<file path="src/rtl/usb_bev_pkg.sv">
package usb_bev_pkg;
  localparam int unsigned NSRC = 8;
  localparam int unsigned B_SOF    = 0;
  localparam int unsigned B_SUSP   = 1;
  localparam int unsigned B_RESUME = 2;
  localparam int unsigned B_BUSRST = 3;
  localparam int unsigned B_CRC    = 4;
  localparam int unsigned B_UNDER  = 5;
  localparam int unsigned B_OVER   = 6;
  localparam int unsigned B_STALL  = 7;
  localparam int unsigned NEVT = 4;
  typedef logic [NSRC-1:0] src_vec_t;
endpackage

</file>
<file path="src/rtl/usb_bev_idle.sv">
module usb_bev_idle #(
  parameter int unsigned IDLE_CYCLES = 144000
) (
  input  logic clk,
  input  logic rst,
  input  logic line_idle_i,
  input  logic bus_rst_i,
  output logic susp_hit_o,
  output logic resume_hit_o,
  output logic suspended_o
);
  localparam int unsigned CW = $clog2(IDLE_CYCLES + 1);
  localparam logic [CW-1:0] LIMIT = CW'(IDLE_CYCLES);
  localparam logic [CW-1:0] LAST  = CW'(IDLE_CYCLES - 1);

  logic [CW-1:0] cnt_q;
  logic          susp_q;

  assign susp_hit_o   = line_idle_i && !bus_rst_i && (cnt_q == LAST);
  assign resume_hit_o = susp_q && !line_idle_i;
  assign suspended_o  = susp_q;

  always_ff @(posedge clk) begin
    if (rst || !line_idle_i || bus_rst_i) begin
      cnt_q <= '0;
    end else if (cnt_q != LIMIT) begin
      cnt_q <= cnt_q + 1'b1;
    end
  end

  always_ff @(posedge clk) begin
    if (rst || bus_rst_i || resume_hit_o) begin
      susp_q <= 1'b0;
    end else if (susp_hit_o) begin
      susp_q <= 1'b1;
    end
  end

  p_enter_susp_r5: assert property (@(posedge clk) disable iff (rst)
    susp_hit_o |=> susp_q);
  p_leave_on_rst_r8: assert property (@(posedge clk) disable iff (rst)
    bus_rst_i |=> !susp_q);
  p_one_per_period_r6: assert property (@(posedge clk) disable iff (rst)
    (susp_hit_o && line_idle_i) |=> !susp_hit_o);
endmodule

</file>
<file path="src/rtl/usb_bev_flags.sv">
module usb_bev_flags #(
  parameter int unsigned N = 8
) (
  input  logic         clk,
  input  logic         rst,
  input  logic [N-1:0] set_i,
  input  logic [N-1:0] en_i,
  input  logic         clr_we_i,
  input  logic [N-1:0] clr_mask_i,
  output logic [N-1:0] flags_o,
  output logic         irq_o
);
  logic [N-1:0] flags_q, flags_d;
  logic         irq_q;

  for (genvar i = 0; i < N; i++) begin : g_bit
    always_comb begin
      flags_d[i] = set_i[i] | (flags_q[i] & ~(clr_we_i & clr_mask_i[i]));
    end
    always_ff @(posedge clk) begin
      if (rst) flags_q[i] <= 1'b0;
      else     flags_q[i] <= flags_d[i];
    end
    p_sticky_r3: assert property (@(posedge clk) disable iff (rst)
      (flags_q[i] && !(clr_we_i && clr_mask_i[i])) |=> flags_q[i]);
  end

  always_ff @(posedge clk) begin
    if (rst) irq_q <= 1'b0;
    else     irq_q <= |(flags_d & en_i);
  end

  assign flags_o = flags_q;
  assign irq_o   = irq_q;

  p_irq_has_flag_r4: assert property (@(posedge clk) disable iff (rst)
    irq_q |-> (|flags_q));
endmodule

</file>
<file path="src/rtl/usb_bev_strobe.sv">
module usb_bev_strobe #(
  parameter int unsigned W = 4
) (
  input  logic         clk,
  input  logic         rst,
  input  logic [W-1:0] lvl_i,
  output logic [W-1:0] pulse_o
);
  logic [W-1:0] prev_q, pulse_q;

  for (genvar i = 0; i < W; i++) begin : g_ev
    always_ff @(posedge clk) begin
      if (rst) begin
        prev_q[i]  <= 1'b0;
        pulse_q[i] <= 1'b0;
      end else begin
        prev_q[i]  <= lvl_i[i];
        pulse_q[i] <= lvl_i[i] & ~prev_q[i];
      end
    end
    p_one_cycle_r11: assert property (@(posedge clk) disable iff (rst)
      pulse_q[i] |=> !pulse_q[i]);
  end

  assign pulse_o = pulse_q;
endmodule

</file>
<file path="src/rtl/usb_bus_evt_irq.sv">
module usb_bus_evt_irq
  import usb_bev_pkg::*;
#(
  parameter int unsigned IDLE_CYCLES = 144000
) (
  input  logic            clk,
  input  logic            rst,
  input  logic            line_idle_i,
  input  logic            bus_rst_i,
  input  logic            sof_i,
  input  logic            setup_i,
  input  logic            iso_err_i,
  input  logic            iso_ep_i,
  input  logic            underflow_i,
  input  logic            overflow_i,
  input  logic            stall_i,
  input  logic [NSRC-1:0] en_i,
  input  logic            clr_we_i,
  input  logic [NSRC-1:0] clr_mask_i,
  output logic [NSRC-1:0] flags_o,
  output logic            irq_o,
  output logic            suspended_o,
  output logic            wake_o,
  output logic            ev_setup_o,
  output logic            ev_sof_o,
  output logic            ev_crc_o,
  output logic            ev_xflow_o
);
  logic     susp_hit, resume_hit, susp_st, crc_hit;
  src_vec_t set_v;
  logic [NEVT-1:0] ev_lvl, ev_pls;

  usb_bev_idle #(.IDLE_CYCLES(IDLE_CYCLES)) u_idle (
    .clk(clk), .rst(rst), .line_idle_i(line_idle_i), .bus_rst_i(bus_rst_i),
    .susp_hit_o(susp_hit), .resume_hit_o(resume_hit), .suspended_o(susp_st)
  );

  assign crc_hit = iso_err_i & iso_ep_i;

  always_comb begin
    set_v           = '0;
    set_v[B_SOF]    = sof_i;
    set_v[B_SUSP]   = susp_hit;
    set_v[B_RESUME] = resume_hit;
    set_v[B_BUSRST] = bus_rst_i;
    set_v[B_CRC]    = crc_hit;
    set_v[B_UNDER]  = underflow_i;
    set_v[B_OVER]   = overflow_i;
    set_v[B_STALL]  = stall_i;
  end

  usb_bev_flags #(.N(NSRC)) u_flags (
    .clk(clk), .rst(rst), .set_i(set_v), .en_i(en_i), .clr_we_i(clr_we_i),
    .clr_mask_i(clr_mask_i), .flags_o(flags_o), .irq_o(irq_o)
  );

  assign ev_lvl = {underflow_i | overflow_i, crc_hit, sof_i, setup_i};

  usb_bev_strobe #(.W(NEVT)) u_ev (
    .clk(clk), .rst(rst), .lvl_i(ev_lvl), .pulse_o(ev_pls)
  );

  assign ev_setup_o  = ev_pls[0];
  assign ev_sof_o    = ev_pls[1];
  assign ev_crc_o    = ev_pls[2];
  assign ev_xflow_o  = ev_pls[3];
  assign suspended_o = susp_st;
  assign wake_o      = susp_st & ~line_idle_i;

  p_resume_needs_susp_r7: assert property (@(posedge clk) disable iff (rst)
    (!susp_st && !flags_o[B_RESUME]) |=> !flags_o[B_RESUME]);
  p_crc_iso_only_r9: assert property (@(posedge clk) disable iff (rst)
    (iso_err_i && !iso_ep_i && !flags_o[B_CRC]) |=> !flags_o[B_CRC]);
endmodule

</file>
<file path="config.mk">
export PLATFORM = sky130hd
export DESIGN_NAME = usb_bus_evt_irq
export DESIGN_NICKNAME = d
export VERILOG_FILES = /design/src/rtl/usb_bev_pkg.sv /design/src/rtl/usb_bev_idle.sv /design/src/rtl/usb_bev_flags.sv /design/src/rtl/usb_bev_strobe.sv /design/src/rtl/usb_bus_evt_irq.sv
export SDC_FILE = /design/constraint.sdc
export NUM_CORES = 1
export LEC_CHECK = 0
export ABC_AREA = 1
export CORE_MARGIN = 2
export CORE_UTILIZATION = 43
export CTS_CLUSTER_DIAMETER = 60
export DETAILED_ROUTE_END_ITERATION = 7
export PLACE_DENSITY_LB_ADDON = 0.2
export SLEW_MARGIN = 10
export SYNTH_ARGS = -nofsm -noshare
export SYNTH_HDL_FRONTEND = slang
export SYNTH_SLANG_ARGS = --single-unit
</file>
<file path="constraint.sdc">
create_clock -name clk -period 1.32 [get_ports clk]
set_clock_uncertainty 0.05 [all_clocks]
set_input_delay 0.264 -clock clk [delete_from_list [all_inputs] [get_ports clk]]
set_output_delay 0.264 -clock clk [all_outputs]
set_load 0.02 [all_outputs]
</file>
# ---- Yosys cells after proc, flatten, opt, wreduce, memory -nomap -nowiden
# Index checks and enable logic that the tools add are counted.
dict set report word_totals {
  in_bits 28
  regBits 36
  out_inout_bits 15
}
dict set report classes {
  eq_ne 2
  addsub 1
  n_reduce_logical 10
  bitwise_logic 45
}
# cell n
set ops {}
lappend ops {{$and 1x1->1} 22}
lappend ops {{$add 18x1->18 const B} 1}
lappend ops {{$eq 18x18->1 const B} 1}
lappend ops {{$ne 18x18->1 const B} 1}
lappend ops {{$not 1->1} 13}
lappend ops {{$or 1x1->1} 9}
lappend ops {{$and 8x8->8} 1}
lappend ops {{$reduce_or 8->1} 1}
lappend ops {{$logic_or 1x1->1} 4}
lappend ops {{$logic_and 1x1->1} 3}
lappend ops {{$logic_not 1->1} 2}

# ---- Longest topological paths before layout
# Gate-level depths: netlist of the first run.
dict set report logic_depth {
  word_depth 6
  mapped_depth 10
}

# ---- Cells and area by module
# From an unflattened synthesis of the first run, not the netlist that was laid out.
dict set report unflattened {
  hier_cells 255
  hier_area_um2 1725.4
}
# mod area_per_inst_um2 n_inst seq_area_each_um2 cells_each
set modules_own_cells {}
lappend modules_own_cells {usb_bev_idle 1081.0 1 380.4 161}
lappend modules_own_cells {usb_bev_flags 406.6 1 180.2 66}
lappend modules_own_cells {usb_bev_strobe 209.0 1 160.2 21}
lappend modules_own_cells {usb_bus_evt_irq 28.8 1 0.0 7}

# ---- Worst setup path before layout of the first run
# No wires, ideal clock.
dict set report synth_timing {
  path_type {flip-flop to flip-flop}
  start {reg u_idle.cnt_q[0]}
  end {reg u_idle.cnt_q[14]}
  synth_period_minus_slack_ns 1.322
  t_arrival_ns 1.152
  setup_time_ns 0.121
  stages_incl_launch_ff 9
  n_path_buf 0
  path_slack_ns -0.002
  path_cell_list {dfxtp_1 > ha_1 > nand2_2 > nor2_4 > nand2_2 > nor2_4 > nand2_1 > nand2_1 > a21oi_1}
}
dict set report synth_via {
  elab_chain_len 1
  elab_cells_between_ends 2
}
# item line
set synth_lines {}
lappend synth_lines {{from (decl)} usb_bev_idle.sv:16} ;# logic [CW-1:0] cnt_q;
lappend synth_lines {{from (signal assigned)} usb_bev_idle.sv:27} ;# cnt_q <= cnt_q + 1'b1;
lappend synth_lines {{$add 18x1->18 / $ne 18x18->1 (equally long branches)} {usb_bev_idle.sv:27, usb_bev_idle.sv:26}}
# Parallel ways exist; a longest one is shown, timed or not.
# A chain may end at the register's enable or synchronous reset.

# ---- Worst setup path after layout of the first run
dict set report layout_timing {
  start {reg u_idle.cnt_q[1]}
  end {reg u_idle.cnt_q[17]}
}
# The elaborated chain is that of the path after synthesis.

==> results.py, run 1 <==
metrics = {
    "power": {
        "seqPwrFrac_pct": 47.5,
        "leakage_uw": 0.001222,
        "clockPowerShare_pct": 40.3,
        "swShare_pct": 22.49,
        "switchingPower_uw": 533.6,
        "ir_drop_mv": 0.7333,
        "p_per_area_nw_per_um2": 892.0,
        "internal-power_uw": 1839,
        "p_total_uw": 2373,
        "comb_power_share_pct": 12.2,
    },
    "detailed_routing": {
        "via_count": 1772,
        "final_antenna_net_count": 0,
        "totalWireLength_um": 4280,
        "vias_per_cell": 4.627,
        "drcViolationCount": 0,
        "drt_iter0_markers": 87,
        "wl_per_cell_um": 11.17,
        "dr.pass1.iters": 4,
    },
    "timing": {
        "rsz0062_at_grt": "true",
        "finalSetupViolCount": 0,
        "hold_viol": 0,
        "fin_crit_ps": 1282,
        "max_freq_ghz": 0.7798,
        "worst_pin_slew_ps": 234.6,
        "maxSlewViolCount": 0,
        "hold_slack_ps": 342.3,
        "slew-limit-headroom_pct": 84.42,
        "period_share_pct": 97.15,
        "fin_ws_ps": 37.62,
    },
    "worst_setup_path": {
        "endpoint_kind": "register",
        "worstSetupPathType": "register to register",
        "reg2reg_from": "u_idle.cnt_q[1]",
        "rrSetupSlack_ps": 40,
        "path_max_fanout": 3,
        "crit_required_ps": 1460,
        "crit_start": "u_idle.cnt_q[1]",
        "crit_arrival_ps": 1420,
        "start_kind": "register",
    },
    "yosys": {
        "avgSynthCellArea_sq_um": 6.779,
        "synth_area_sq_um": 1688,
        "synth-edff-count": 0,
        "yosysWarnings": 0,
        "ys.flop_type": "dfxtp_1",
        "synth-async-reset-ratio_pct": 0,
        "ys_ff_latch": 36,
        "syn_inst": 249,
        "ys_seq_area_share_pct": 42.70,
        "synth_area_leaders": "dfxtp_1 (43%), nand2_1 (16%), nor2_1 (7.8%)",
        "synth_cell_types": 21,
        "synth_fp_nets": 279,
        "synth_top_area_share_pct": 42.70,
        "yosys.area.top_type": "dfxtp_1",
    },
    "hold_path": {
        "holdCritPathClass": "register to register",
        "hp-start": "u_ev.prev_q[0]",
    },
    "die": {
        "start_util_pct": 45.42,
        "dieWidth_um": 66.65,
        "fp-row-count": 22,
        "pin_count": 43,
        "dieHeight_um": 66.65,
        "coreArea_sq_um": 3716,
        "die_area_sq_um": 4442,
    },
    "layout": {
        "diodes": 0,
        "layout-drive-gt1-share_pct": 22.69,
        "synthToLayoutAreaGrowth_pct": 57.60,
        "final_cell_area_sq_um": 2660,
        "final_nets": 364,
        "utilization_pct": 71.58,
    },
    "placement": {
        "gp_congestion": 0.8921,
        "place_ws_ps": -445.3,
        "dpl-instance-area_sq_um": 2427,
        "place.port_buffers": 42,
        "hpwl_um": 3148,
    },
    "grt": {
        "grt_pass1_wl_um": 6755,
        "grt_max_degree": 18,
        "antenna_found_initial": 0,
        "grt.overflow.total": 0,
        "grt_pass1_vias": 1552,
        "grt.total_usage_pct": 20.58,
    },
    "clock_network": {
        "clk_path_buf_depth": 2,
        "holdBufCountCts": 0,
        "cts_buffers": 5,
        "path_clk_slew_ps": 70,
        "cts_tree": "done",
        "cts_max_level": 2,
        "insertion_delay_ps": 290,
        "cts-root-buf": "clkbuf_8",
        "cts_sinks": 36,
    },
    "run_status": {
        "status": "finished, final reports clean",
    },
    "flow_run": {
        "drv_cap": 0,
    },
}
power groups by stage:
stage / sequential (uW) / clock, uW / combinational [uW]
2_1_floorplan: 1180 / 0 / 78.6
3_3_place_gp: 1150 / 0 / 292
3_5_place_dp: 1150 / 0 / 295
4_1_cts: 1130 / 984 / 283
5_1_grt: 1130 / 1030 / 319
6_report: 1130 / 956 / 290
sequential cells by signal (all words and copies together), names as in the netlist:
register and flops:
u_idle.suspended_o 1, u_idle.cnt_q 18, u_flags.flags_o 8, u_ev.pulse_o 4
u_ev.prev_q 4, u_flags.irq_o 1
per-layer routing:
layer | global-route usage (%) | wire length, um | part of all wire [%]
met5 | 0 | 0 | 0
met4 | 9.949 | 82 | 1.9
met3 | 5.574 | 136 | 3.2
met2 | 34.38 | 2236 | 52
met1 | 24.20 | 1825 | 43
synthesized netlist by cell type, types with 3 or more instances:
| library cell | n |
|---|---|
| inv_1 | 30 |
| nor2_4 | 4 |
| nand3b_1 | 5 |
| nand2_2 | 3 |
| dfxtp_1 | 36 |
| nor2_1 | 35 |
| nand2_1 | 74 |
| o21ai_0 | 7 |
| nand3_1 | 13 |
| a21oi_1 | 21 |
| nor3_1 | 8 |
through the flow:
| stage | std cells | setup TNS, ps |
|---|---|---|
| 3_3_place_gp | 372 | -2993 |
| 2_1_floorplan | 249 | 0 |
| 5_1_grt | 383 | -330.0 |
| 4_1_cts | 380 | -37.72 |
| 3_5_place_dp | 372 | -3706 |
| 6_report | 383 | 0 |
layout by cell type, fill, tap and decap left out, drive strengths merged, types with 4 or more instances in the layout:
| master | instances |
|---|---|
| nand2 | 77 |
| buf | 40 |
| nor3 | 9 |
| clkbuf | 6 |
| a21oi | 21 |
| o21ai | 7 |
| clkdlybuf4s15 | 4 |
| dlygate4sd2 | 10 |
| clkdlybuf4s50 | 25 |
| nand3b | 5 |
| nand3 | 13 |
| inv | 30 |
| dfxtp | 36 |
| nor2 | 40 |
final timing paths:
path                 endpoint  cells after the start
min           u_ev.pulse_o[0]                      1
min reg2reg   u_ev.pulse_o[0]                      1
max          u_idle.cnt_q[17]                      7
max reg2reg  u_idle.cnt_q[17]                      7
worst max-delay path: stages, from the launching register on:
cell	delay [ps]
dfxtp_2	360
buf_6	120
nand3_4	90
buf_4	140
inv_1	80
nand3_1	120
o21ai_1	140
a21oi_1	70
layout make-up:
class / instances / area [sq um]
inverter: 31 / 116.4
fill: 319 / 1056
sequential: 36 / 726.9
timing repair buffer: 81 / 711.9
clock inverter: 2 / 35.03
clock buffer: 6 / 72.57
tap: 48 / 60.06
multi-input combinational: 179 / 937.1
kinds of logic after synthesis:
kind of cell    Yosys count  synth area share, %
simple gates            147                38.92
flops                    36                42.70
buf+inv                  34                7.709
compound gates           29                8.673
fa+ha+maj                 2                1.482
xor+xnor                  1               0.5190
what timing repair did:
| action | 4_1_cts | 5_1_grt |
|---|---|---|
| buffers inserted | 0 | 3 |
| gates cloned | 0 | 0 |
| resized for setup | 26 | 32 |
| pin swaps | 3 | 13 |
| endpoints found under the setup margin | 23 | 20 |
Note: power is estimated with default switching activity, not from simulation.
==> inputs of run 2 (changes only) <==
--- a/config.mk
+++ b/config.mk
@@ -8,6 +8,7 @@
 export ABC_AREA = 1
 export CORE_MARGIN = 2
 export CORE_UTILIZATION = 43
+export CTS_BUF_LIST = sky130_fd_sc_hd__clkbuf_16
 export CTS_CLUSTER_DIAMETER = 60
 export DETAILED_ROUTE_END_ITERATION = 7
 export PLACE_DENSITY_LB_ADDON = 0.2
==> results.py, run 2 (same netlist as run 1, synthesis figures left out) <==
metrics = {
    "run_status": {
        "status": "finished, final reports clean",
    },
    "worst_setup_path": {
        "endpoint_kind": "register",
        "crit_required_ps": 1440,
        "start_kind": "register",
        "worstSetupPathType": "register to register",
        "path_max_fanout": 6,
        "crit_arrival_ps": 1420,
    },
    "power": {
        "internal-power_uw": 2158,
        "leakage_uw": 0.001247,
        "swShare_pct": 20.94,
        "p_per_area_nw_per_um2": 1011,
        "switchingPower_uw": 571.7,
        "comb_power_share_pct": 10.6,
        "clockPowerShare_pct": 48.1,
        "seqPwrFrac_pct": 41.3,
        "p_total_uw": 2730,
        "ir_drop_mv": 0.8372,
    },
    "placement": {
        "placed_cells": 372,
        "hpwl_um": 3148,
        "gp_congestion": 0.8921,
        "place.port_buffers": 42,
    },
    "grt": {
        "antenna_found_initial": 0,
        "grt_util_met1_pct": 25.13,
        "met2_usage_pct": 36.00,
        "grt_pass1_wl_um": 7017,
        "grt_pass1_vias": 1618,
        "grt_max_degree": 18,
        "grt.overflow.total": 0,
        "met3_usage_pct": 5.574,
        "grt-busiest-layer": "met2",
        "grt.total_usage_pct": 21.15,
    },
    "timing": {
        "rsz0062_at_grt": "true",
        "max_freq_ghz": 0.7658,
        "finalSetupViolCount": 0,
        "worst_pin_slew_ps": 335.6,
        "period_share_pct": 98.93,
        "slew-limit-headroom_pct": 77.55,
        "hold_viol": 0,
        "fin_crit_ps": 1306,
        "maxSlewViolCount": 0,
    },
    "layout": {
        "multi_input_area_sq_um": 933.4,
        "layout-drive-gt1-share_pct": 23.65,
        "diodes": 0,
        "seq_area_sq_um": 729.5,
        "largest_register_ffs": 18,
        "synthToLayoutAreaGrowth_pct": 59.97,
        "layout_commonest_cell": "nand2_1",
        "n_fill_cell": 307,
        "regMostFlops": "u_idle.cnt_q",
        "stdcell_count": 382,
        "layout_common_cells": "nand2_1 (70), buf_4 (35), nor2_1 (32)",
        "final_nets": 363,
    },
    "detailed_routing": {
        "final_antenna_net_count": 0,
        "wl_per_cell_um": 11.55,
        "via_count": 1791,
        "totalWireLength_um": 4412,
        "drt_iter0_markers": 50,
        "dr.pass1.iters": 4,
        "drcViolationCount": 0,
        "vias_per_cell": 4.688,
    },
    "die": {
        "fp-row-count": 22,
        "pin_count": 43,
        "coreArea_sq_um": 3716,
        "die_area_sq_um": 4442,
        "dieHeight_um": 66.65,
        "dieWidth_um": 66.65,
        "start_util_pct": 45.42,
    },
    "clock_network": {
        "holdBufCountCts": 0,
        "insertion_delay_ps": 280,
        "clk_path_buf_depth": 2,
        "cts_sinks": 36,
        "path_clk_slew_ps": 50,
        "cts_max_level": 2,
        "cts_tree": "done",
        "cts_buffers": 5,
        "cts-root-buf": "clkbuf_16",
    },
    "flow_run": {
        "drv_cap": 0,
    },
    "hold_path": {
        "holdCritPathClass": "register to register",
    },
}
-- run 2: cell types whose count changed in the layout (fill, tap and decap cells not counted), moves of 2 or more --
cell             delta
clkbuf_8            -5
clkdlybuf4s15_1     -3
clkbuf_16           +5
dfxtp_2             +2
dlygate4sd2_1       +4
nand2_1             -2
dfxtp_1             -2
nand2_2             +2
-- run 2: timing repair --
action                     4_1_cts  5_1_grt
pin swaps                        3       19
setup endpoints to repair       21       18
gates resized for setup         25       32
buffers inserted                 0        2
gates cloned                     0        0
-- run 2: layout make-up --
class | instances | share of cell area, %
Sequential cell | 36 | 27.02
Timing Repair Buffer | 80 | 25.81
Multi-Input combinational cell | 179 | 34.57
Inverter | 31 | 4.310
Clock buffer | 5 | 4.634
Clock inverter | 3 | 1.437
Tap cell | 48 | 2.224
-- run 2: final timing paths --
| check | start | end | slack [ps] | cells after the start |
|---|---|---|---|---|
| setup / recovery | u_idle.cnt_q[0] | u_idle.cnt_q[14] | 10 | 8 |
| hold / removal | u_ev.prev_q[0] | u_ev.pulse_o[0] | 340 | 1 |
| setup reg to reg | u_idle.cnt_q[0] | u_idle.cnt_q[14] | 10 | 8 |
| hold reg to reg | u_ev.prev_q[0] | u_ev.pulse_o[0] | 340 | 1 |
-- run 2: per-stage QoR --
stage / setup slack, ps / utilization (%) / cell area, sq um / hold slack, ps / TNS [ps]
6_report: 14.15 / 72.66 / 2700 / 340.0 / 0
5_1_grt: -96.07 / 72.66 / 2700 / 363.0 / -378.8
4_1_cts: -37.72 / 69.87 / 2596 / 344.0 / -39.12
3_5_place_dp: -445.3 / 65.32 / 2427 / 336.2 / -3706
3_3_place_gp: -419.4 / 65.32 / 2427 / 326.0 / -2993
2_1_floorplan: 0.2224 / - / 1690 / 324.4 / 0
-- run 2: critical path, cell delays in order, from the launching register on --
cell and delay [ps]:
dfxtp_2 360, ha_4 150, nand2_4 50, nor2_4 130, nand2_4 100, nor2_4 170, nand2_1 70, nand2_1 60
a21oi_1 50
-- run 2: power by group through the flow --
| stage | Clock, uW | Sequential [uW] | Combinational [uW] |
|---|---|---|---|
| global placement | 0 | 1150 | 292 |
| finish | 1310 | 1130 | 289 |
| floorplan | 0 | 1180 | 78.6 |
| detailed placement | 0 | 1150 | 295 |
| CTS | 1340 | 1130 | 283 |
| global route | 1400 | 1130 | 317 |
-- run 2: routing by layer --
layer	vias up	share of wire, %
li1	951	-
met1	793	42
met2	41	53
met3	6	3.2
met4	0	1.5
met5	-	0
